## src/rtl/seu_scan_pkg.sv

```systemverilog
package seu_scan_pkg;

    // One stored bit: four latches, system pair first, redundant pair second.
    typedef struct packed {
        logic sys_lo;
        logic sys_hi;
        logic red_lo;
        logic red_hi;
    } cell_t;

    // Action taken by every cell in one cycle, already resolved by priority.
    typedef enum logic [2:0] {
        OP_IDLE,
        OP_SHIFT_A,
        OP_SHIFT_B,
        OP_UPDATE,
        OP_CAPTURE,
        OP_WRITE,
        OP_RECOVER
    } op_e;

    function automatic logic vote3(input logic a, input logic b, input logic c);
        return (a & b) | (a & c) | (b & c);
    endfunction

    function automatic cell_t fill_cell(input logic v);
        cell_t c;
        c.sys_lo = v;
        c.sys_hi = v;
        c.red_lo = v;
        c.red_hi = v;
        return c;
    endfunction

endpackage

```

## src/rtl/seu_scan_opsel.sv

```systemverilog
module seu_scan_opsel
    import seu_scan_pkg::*;
(
    input  logic shift_a,
    input  logic shift_b,
    input  logic upd_xfer,
    input  logic cap_xfer,
    input  logic wr_en,
    input  logic rec_point,
    output op_e  op
);

    // Scan controls first, then write, then recovery; upsets only when idle.
    always_comb begin
        if (shift_a)        op = OP_SHIFT_A;
        else if (shift_b)   op = OP_SHIFT_B;
        else if (upd_xfer)  op = OP_UPDATE;
        else if (cap_xfer)  op = OP_CAPTURE;
        else if (wr_en)     op = OP_WRITE;
        else if (rec_point) op = OP_RECOVER;
        else                op = OP_IDLE;
    end

endmodule

```

## src/rtl/seu_scan_timer.sv

```systemverilog
module seu_scan_timer #(
    parameter int REC_CYCLES = 32
) (
    input  logic clk,
    input  logic rst_n,
    input  logic req,
    output logic hit
);

    localparam int CW = (REC_CYCLES > 1) ? $clog2(REC_CYCLES) : 1;
    localparam logic [CW-1:0] LAST = CW'(REC_CYCLES - 1);

    typedef struct packed {
        logic [CW-1:0] cnt;
    } tmr_t;

    tmr_t tmr_d, tmr_q;

    assign hit = (tmr_q.cnt == LAST);

    always_comb begin
        tmr_d = tmr_q;
        if (hit || req) tmr_d.cnt = '0;
        else            tmr_d.cnt = tmr_q.cnt + CW'(1);
    end

    always_ff @(posedge clk or negedge rst_n) begin
        if (!rst_n) tmr_q <= '0;
        else        tmr_q <= tmr_d;
    end

endmodule

```

## src/rtl/seu_scan_cell.sv

```systemverilog
module seu_scan_cell
    import seu_scan_pkg::*;
(
    input  op_e        op,
    input  logic       d,
    input  logic       chain_in,
    input  cell_t      cur,
    input  logic [3:0] upset,
    output cell_t      nxt,
    output logic       mism
);

    always_comb begin
        nxt = cur;
        unique case (op)
            OP_SHIFT_A: nxt.red_lo = chain_in;
            OP_SHIFT_B: nxt.red_hi = cur.red_lo;
            OP_UPDATE:  nxt.sys_hi = cur.red_hi;
            OP_CAPTURE: nxt.red_lo = cur.sys_lo;
            OP_WRITE:   nxt = fill_cell(d);
            OP_RECOVER: nxt = fill_cell(vote3(cur.sys_hi, cur.red_lo, cur.red_hi));
            default:    nxt = cell_t'(cur ^ upset);
        endcase
    end

    assign mism = (cur.sys_lo ^ cur.red_lo) | (cur.sys_hi ^ cur.red_hi);

endmodule

```

## src/rtl/seu_scan_reg.sv

```systemverilog
module seu_scan_reg
    import seu_scan_pkg::*;
#(
    parameter int W          = 8,
    parameter int REC_CYCLES = 32
) (
    input  logic         clk,
    input  logic         rst_n,
    input  logic         wr_en,
    input  logic [W-1:0] d,
    input  logic         shift_a,
    input  logic         shift_b,
    input  logic         upd_xfer,
    input  logic         cap_xfer,
    input  logic         scan_in,
    input  logic         rec_req,
    input  logic [W-1:0] hit_sys_lo,
    input  logic [W-1:0] hit_sys_hi,
    input  logic [W-1:0] hit_red_lo,
    input  logic [W-1:0] hit_red_hi,
    output logic [W-1:0] q,
    output logic         err,
    output logic         scan_out
);

    typedef struct packed {
        cell_t [W-1:0] cells;
    } st_t;

    st_t           st_d, st_q;
    cell_t [W-1:0] nxt_cells;
    logic  [W-1:0] mism_v;
    logic  [W-1:0] chain;
    logic  [W-1:0] red_lo_v;
    logic  [W-1:0] red_hi_v;
    logic          rec_hit;
    op_e           op;

    seu_scan_timer #(.REC_CYCLES(REC_CYCLES)) timer_i (
        .clk   (clk),
        .rst_n (rst_n),
        .req   (rec_req),
        .hit   (rec_hit)
    );

    seu_scan_opsel opsel_i (
        .shift_a   (shift_a),
        .shift_b   (shift_b),
        .upd_xfer  (upd_xfer),
        .cap_xfer  (cap_xfer),
        .wr_en     (wr_en),
        .rec_point (rec_hit | rec_req),
        .op        (op)
    );

    for (genvar i = 0; i < W; i++) begin : g_bit
        if (i == 0) begin : g_head
            assign chain[i] = scan_in;
        end else begin : g_link
            assign chain[i] = st_q.cells[i-1].red_hi;
        end

        seu_scan_cell cell_i (
            .op       (op),
            .d        (d[i]),
            .chain_in (chain[i]),
            .cur      (st_q.cells[i]),
            .upset    ({hit_sys_lo[i], hit_sys_hi[i], hit_red_lo[i], hit_red_hi[i]}),
            .nxt      (nxt_cells[i]),
            .mism     (mism_v[i])
        );

        assign q[i]        = st_q.cells[i].sys_hi;
        assign red_lo_v[i] = st_q.cells[i].red_lo;
        assign red_hi_v[i] = st_q.cells[i].red_hi;
    end

    always_comb begin
        st_d       = st_q;
        st_d.cells = nxt_cells;
    end

    always_ff @(posedge clk or negedge rst_n) begin
        if (!rst_n) st_q <= '0;
        else        st_q <= st_d;
    end

    assign err      = |mism_v;
    assign scan_out = red_hi_v[W-1];

endmodule

```

## config.mk

```make
export PLATFORM = sky130hd
export DESIGN_NAME = seu_scan_reg
export DESIGN_NICKNAME = d
export VERILOG_FILES = /design/src/rtl/seu_scan_pkg.sv /design/src/rtl/seu_scan_opsel.sv /design/src/rtl/seu_scan_timer.sv /design/src/rtl/seu_scan_cell.sv /design/src/rtl/seu_scan_reg.sv
export SDC_FILE = /design/constraint.sdc
export NUM_CORES = 1
export LEC_CHECK = 0
export BUFFER_PORTS_ARGS = -buffer_cell sky130_fd_sc_hd__buf_2
export CAP_MARGIN = 30
export CELL_PAD_IN_SITES_DETAIL_PLACEMENT = 1
export CELL_PAD_IN_SITES_GLOBAL_PLACEMENT = 2
export CORE_UTILIZATION = 32
export CTS_CLUSTER_SIZE = 20
export DETAILED_ROUTE_END_ITERATION = 7
export GPL_ROUTABILITY_DRIVEN = 1
export PLACE_DENSITY_LB_ADDON = 0.1
export SYNTH_ARGS = -nofsm -noshare
export SYNTH_HDL_FRONTEND = slang
export SYNTH_SLANG_ARGS = --single-unit
```

## constraint.sdc

```tcl
create_clock -name clk -period 2.92 [get_ports clk]
set_input_delay 0.292 -clock clk [delete_from_list [all_inputs] [get_ports clk]]
set_output_delay 0.292 -clock clk [all_outputs]
set_load 0.05 [all_outputs]
```

**Word-level counts from Yosys, hierarchy flattened**

Index checks and enable logic that the tools add are counted.

- $add $sub $neg: 1
- $mul: 0
- Divide/modulo/power cells: 0
- $lt $le $gt $ge: 0
- Eq/ne operators: 7
- Shift operators: 0
- Muxes and demuxes: 39
- Bitwise gates (word level): 73
- Reduce and logical (&&, ||, !) cells: 6

Operator list:

| cell | number |
|---|---|
| case mux 1 bit (4 select lines) | 16 |
| case mux 1 bit (5 select lines) | 8 |
| bitwise XOR 4 bit | 8 |
| bitwise OR 1 bit | 25 |
| AND 1 bit | 24 |
| case mux 1 bit (3 select lines) | 8 |
| 2-to-1 mux 3 bit | 6 |
| bitwise XOR 1 bit | 16 |
| equality test 3 bit, second input constant | 3 |
| OR reduction 8 bit | 1 |
| equality test 3 x 2 -> 1 bit, second input constant | 2 |
| OR reduction 3 bit | 2 |
| adder 5 x 1 -> 5 bit, second input constant | 1 |
| equality test 5 bit, second input constant | 1 |
| 2-to-1 mux 5 bit | 1 |
| OR reduction 4 bit | 1 |
| equality test 3 x 1 -> 1 bit, second input constant | 1 |
| OR reduction 2 bit | 1 |
| logical OR 1 bit | 1 |

- Flip-flop bits (word level): 37
- Latch bits: 0
- Bits in writable memories: 0
- Bits in read-only memories: 0
- Input port bits: 49
- Output and inout port bits: 10
- Memories kept: 0

**Depth between registers and ports, before layout**

- Word-level depth: 11
- Mapped depth: 11
- Mapped depth without buffers: 7

**Cells and area by module**

Synthesis repeated with hierarchy kept, for this count alone.

- Cell total of the unflattened synthesis: 549
- Area total of the unflattened synthesis: 4151.5 um^2

By module, submodules not included:

| module | instances | cells an instance | area an instance (um^2) | seq. area each (um^2) |
|---|---|---|---|---|
| seu_scan_cell | 8 | 60 | 374.1 | 0.0 |
| seu_scan_reg | 1 | 44 | 883.3 | 800.8 |
| seu_scan_timer | 1 | 17 | 229.0 | 125.1 |
| seu_scan_opsel | 1 | 8 | 46.3 | 0.0 |

**Worst setup path after synthesis**

OpenSTA, ideal clock, no wires.

- Path kind: reg2reg
- Start: register timer_i.tmr_q[0] in the netlist's numbering
- End: register st_q (netlist bit q[3])
- Library setup time: 129 ps
- Arrival: 2185 ps
- Data required time: 2791 ps
- Path slack: 605 ps
- Stages on the path, launching flop included: 12
- Path through: dfrtp_1 -> ha_1 -> and3_1 -> ha_1 -> buf_2 -> or3_1 -> buf_6 -> and2_4 -> buf_6 -> buf_6 -> a221oi_2 -> o21ai_1

- Longest elaborated chain between the ends: 11

Ends and longest elaborated chain:

| item | line | text |
|---|---|---|
| start: declaration | seu_scan_timer.sv:17 | `tmr_t tmr_d, tmr_q;` |
| start signal: assignment | seu_scan_timer.sv:29 | `else tmr_q <= tmr_d;` |
| equality test 5 bit * | seu_scan_timer.sv:19 | `assign hit = (tmr_q.cnt == LAST);` |
| bitwise OR 1 bit * | seu_scan_reg.sv:52 | `.rec_point (rec_hit \| rec_req),` |
| 2-to-1 mux 3 bit * | seu_scan_opsel.sv:20 | `else if (rec_point) op = OP_RECOVER;` |
| 2-to-1 mux 3 bit * | seu_scan_opsel.sv:19 | `else if (wr_en) op = OP_WRITE;` |
| 2-to-1 mux 3 bit * | seu_scan_opsel.sv:18 | `else if (cap_xfer) op = OP_CAPTURE;` |
| 2-to-1 mux 3 bit * | seu_scan_opsel.sv:17 | `else if (upd_xfer) op = OP_UPDATE;` |
| 2-to-1 mux 3 bit * | seu_scan_opsel.sv:16 | `else if (shift_b) op = OP_SHIFT_B;` |
| 2-to-1 mux 3 bit * | seu_scan_opsel.sv:15 | `if (shift_a) op = OP_SHIFT_A;` |
| equality test 3 x 1 -> 1 bit (tied with other cells) | seu_scan_cell.sv:15 | `unique case (op)` |
| OR reduction 3 bit (no source line) | -- |  |
| case mux 1 bit (4 select lines) | seu_scan_cell.sv:15 |  |
| end signal: assignment | seu_scan_reg.sv:85 | `else st_q <= st_d;` |
| end: declaration | seu_scan_reg.sv:30 | `st_t st_d, st_q;` |

Every way passes the cells marked *; elsewhere a longest branch is shown, timed or not.
A chain may end at the register's enable or synchronous reset.

**Final worst setup path**

- Start: register st_q (netlist bit chain[4])
- End: output err

- Longest elaborated chain between the ends: 3

Ends and longest elaborated chain:

| item | line | text |
|---|---|---|
| bitwise XOR 1 bit | seu_scan_cell.sv:26 | `assign mism = (cur.sys_lo ^ cur.red_lo) \| (cur.sys_hi ^ cur.red_hi);` |
| bitwise OR 1 bit | seu_scan_cell.sv:26 |  |
| OR reduction 8 bit | seu_scan_reg.sv:88 | `assign err = \|mism_v;` |
| end: declaration | seu_scan_reg.sv:22 | `output logic err,` |

No other way between the ends.

==> results.txt <==
----------------------------------------------------
[Pwr]
  PD cells ... between 500 and 600 nW/um^2
  Power Internal ... 0.00106 W
  Net switching power of the design ... 0.000715 W
  Reg power frac ... between 40 and 50%
  Worst ir drop on vdd ... roughly 0.21 mV
  Clock Power Share ... a little over a fifth
  Logic pwr share ... around a third
  Sw Ratio ... around two fifths
  P_leak ... 1.26 nW

[Hold path]
  Hold crit path type ... in2reg

[STA]
  Clock skew ... about 0.012 ns
  Setup repair after global routing missed its margin ... false
  Slew headroom ... 48.6%
  Final setup violating endpoints ... 0
  Fin crit period ... roughly 2.5 ns
  Actual transition at the worst max-transition pin ... around 0.77 ns
  Final sum of negative setup slack ... 0 ns
  Part of the cycle the worst path needs ... a little under nine tenths
  Max-slew violation count ... 0
  Maximum frequency from static timing analysis ... around 400 MHz
  Final Hold Vio Count ... 0

[Worst setup path]
  Slowest stage cell on the critical path ... sky130_fd_sc_hd__or4_1
  Worst Path Arrival ... 2.23 ns
  Crit path max-delay family ... simple AND/OR/NAND/NOR gates
  Crit path capture type ... output port
  Largest fanout on the critical path ... 6
  CP Launch Type ... register
  Combined buffer and inverter count along the critical path ... 1
  Delay of the slowest critical-path stage ... between 0.5 and 0.6 ns
  Crit Path Class ... reg2out
  Required arrival time at the worst endpoint ... around 2.6 ns
  Ordered list of cells on the worst path ... ha_1 -> nor4_1 -> nand4_1 -> or4_1 -> buf_2

[Global route]
  Number of antenna violations at the first check in global routing ... 0
  GR Util All Layers ... around a fifth
  Global-route wire length before repair ... between 10000 and 15000 um
  Total grt overflow ... 0
  Vias in the first global route ... around 2.6k
  Maximum number of pins on one net before global-route repair ... 38

[CTS]
  Clk pin slew, worst setup/hold paths ... ~0.08 ns
  H-tree lvl count ... 2
  Cell chosen for the clock root ... sky130_fd_sc_hd__clkbuf_8
  Clock insertion delay at the later pin of the skew report ... 0.29 ns
  Number of gates resized after cts ... 0
  Largest buffer count on any clock path ... 2
  TritonCTS clock tree ... done
  Total number of clock tree sinks ... 37
  Cts bufs inserted ... 5

[Placement]
  Weighted congestion at the end of routability-driven global placement ... around 0.83
  Number of instances in the placed design ... between 400 and 500
  Count of input and output buffers ... 58
  Detailed placer's ending HPWL ... approximately 6400 um

[Routing]
  Count of TritonRoute iterations in the first routing pass ... 7
  Final ANT Viol Nets ... 0
  Post-route DRC violation count ... 0
  Initial detailed-routing violation count ... around 130
  Detail-routed via count per cell ... 5.63
  Average wire per standard cell ... around 18 um
  Via count ... around 2.6k
  Wirelength, routed ... 8580 um

[Yosys]
  Cell taking the most area after synthesis ... sky130_fd_sc_hd__dfrtp_1
  Post-synth top area share ... between 30% and 40%
  Ys flop type ... sky130_fd_sc_hd__dfrtp_1
  Simple-gate portion of the synthesized area ... 25.2%
  Compound-Gate Fraction of Synth Area ... about 25%
  Netlist Area Pre-Place ... around 2700 um^2
  Ys async rst share ... 100%
  Post-Syn Area per Cell ... between 8 and 9 um^2
  Mapped Nets ... 377
  Share of cell area taken by muxes after synthesis ... 0%
  Synthesized netlist cell count ... 318
  Post-synthesis sequential area ratio ... 34.0%
  Most numerous cell in the Yosys netlist ... sky130_fd_sc_hd__o21ai_0
  Ranking of synthesized cells by instance count ... sky130_fd_sc_hd__o21ai_0 (47), sky130_fd_sc_hd__dfrtp_1 (37), sky130_fd_sc_hd__nor2_1 (27)
  Top area cells in the synthesized netlist ... sky130_fd_sc_hd__dfrtp_1 (34%), sky130_fd_sc_hd__o21ai_0 (8.6%), sky130_fd_sc_hd__ha_1 (4.6%), sky130_fd_sc_hd__nor3b_1 (4.4%), sky130_fd_sc_hd__nor2b_1 (3.9%)
  Combinational family with the most area after synthesis ... simple AND/OR/NAND/NOR gates
  Flip-flop and latch count after synthesis ... 37
  Number of synthesized flops with an enable pin ... 0
  Xor/xnor cell area share of the yosys netlist ... roughly 3.2%
  Adder-cell share of the synthesized area ... under 10%
  Warnings, synthesis ... 0
  Number of different library cells in the post-synthesis netlist ... 39

[Die]
  Die boundary height ... between 90 and 100 um
  Placement row count ... 33
  Die Footprint ... roughly 8900 um^2
  Number of placed I/O pins ... a little under 60
  Chip Width ... 94.2 um
  Initial core utilization ... ~33%
  Core Area ... between 8000 and 9000 um^2

[Run status]
  Status ... finished, final reports clean

[Run]
  Max-cap check violation count ... 0

[Finish]
  Count of placed standard cells in the final layout, fillers left out ... between 400 and 500
  Net count reported at finish ... ~420
  Diodes inserted ... 0
  Relative area change from synthesis to final layout ... 13.8%
  Fraction of layout instances using a drive strength above 1 ... between 20% and 30%

----------------------------------------------------
worst paths after layout:
kind / to / slack (ns) / start / cells past startpoint
max in group asynchronous: st_q[27] / 2.20 / rst_n / 3
min: chain[1] / 0.28 / hit_red_hi[0] / 3
min reg2reg: timer_i.tmr_q[0] / 0.49 / timer_i.tmr_q[0] / 1
max reg2reg: red_lo_v[4] / 0.47 / timer_i.tmr_q[0] / 7
max: err / 0.40 / chain[4] / 5
min in group asynchronous: q[7] / 0.32 / rst_n / 2
power groups by stage:
stage	Combinational [W]	Clock (W)	Sequential (W)
finish	0.000571	0.000386	0.000820
global route	0.000646	0.000418	0.000844
CTS	0.000578	0.000396	0.000819
detailed placement	0.000575	0	0.000830
global placement	0.000568	0	0.000824
floorplan	0.000423	0	0.000775
through the flow:
stage	setup WS, ns	utilization [%]	hold WS [ns]	power [W]	instance area [um^2]
finish	0.398	37.7	0.276	0.00178	3090
global route	0.218	37.7	0.277	0.00191	3090
CTS	0.388	37.3	0.166	0.00179	3060
detailed placement	0.489	36.2	0.479	0.00140	2980
global placement	0.563	36.2	0.458	0.00139	2980
floorplan	0.605	-	-0.00359	0.00120	2720
worst register-to-register path, cell delays in order, from the launching register on:
cell                      delay [ns]
sky130_fd_sc_hd__dfrtp_1        0.40
sky130_fd_sc_hd__ha_1           0.22
sky130_fd_sc_hd__and3_1         0.19
sky130_fd_sc_hd__ha_1           0.29
sky130_fd_sc_hd__or4_1          0.43
sky130_fd_sc_hd__a21oi_1        0.53
sky130_fd_sc_hd__o21ai_0        0.21
sky130_fd_sc_hd__nand3_1        0.13
flip-flops by register name, indices dropped and copies added, names as in the netlist:
signal and flops:
q 8, red_lo_v 8, st_q 8, chain 7, timer_i.tmr_q 5, scan_out 1
kinds of logic after synthesis:
logic type,after synthesis
XOR/XNOR,10
buffers and inverters,32
AO/OA/AOI/OAI,106
flip-flops,37
AND/OR/NAND/NOR,123
adder cells (fa/ha/maj),10
layer usage:
layer / vias up / part of all wire (%) / GRT usage (%) / wire length [um]
li1: 1263 / - / - / -
met1: 1285 / 50 / 30.3 / 4260
met2: 64 / 44 / 32.1 / 3820
met3: 6 / 5.0 / 3.24 / 430
met4: 0 / 0.78 / 4.74 / 67
met5: - / 0 / 0 / 0
cells in the final DEF (no fill, tap or decap), types with 4 or more instances in the layout:
cell	Yosys	routed
sky130_fd_sc_hd__a211oi_1	8	8
sky130_fd_sc_hd__a21oi_1	17	17
sky130_fd_sc_hd__a221oi_1	6	6
sky130_fd_sc_hd__a222oi_1	8	8
sky130_fd_sc_hd__buf_2	7	58
sky130_fd_sc_hd__buf_4	8	6
sky130_fd_sc_hd__clkbuf_8	0	6
sky130_fd_sc_hd__dfrtp_1	37	37
sky130_fd_sc_hd__ha_1	10	10
sky130_fd_sc_hd__nand2_1	22	22
sky130_fd_sc_hd__nand3_1	17	17
sky130_fd_sc_hd__nand4_1	4	4
sky130_fd_sc_hd__nor2_1	27	27
sky130_fd_sc_hd__nor2b_1	17	17
sky130_fd_sc_hd__nor3b_1	16	16
sky130_fd_sc_hd__o2111ai_1	6	6
sky130_fd_sc_hd__o21a_1	8	8
sky130_fd_sc_hd__o21ai_0	47	47
sky130_fd_sc_hd__xnor2_1	7	7
layout make-up:
cell class | count | area (um^2)
well taps | 105 | 131
multi-input cells | 249 | 1580
flip-flops and latches | 37 | 926
repair buffers | 66 | 365
fillers | 1006 | 5120
inverters | 1 | 3.75
clock buffers | 7 | 86.3
timing repair:
item	CTS	global route
hold endpoints to repair	0	14
buffers inserted	0	0
hold buffers	0	1
No activity file was read; power rests on OpenSTA's default activity.
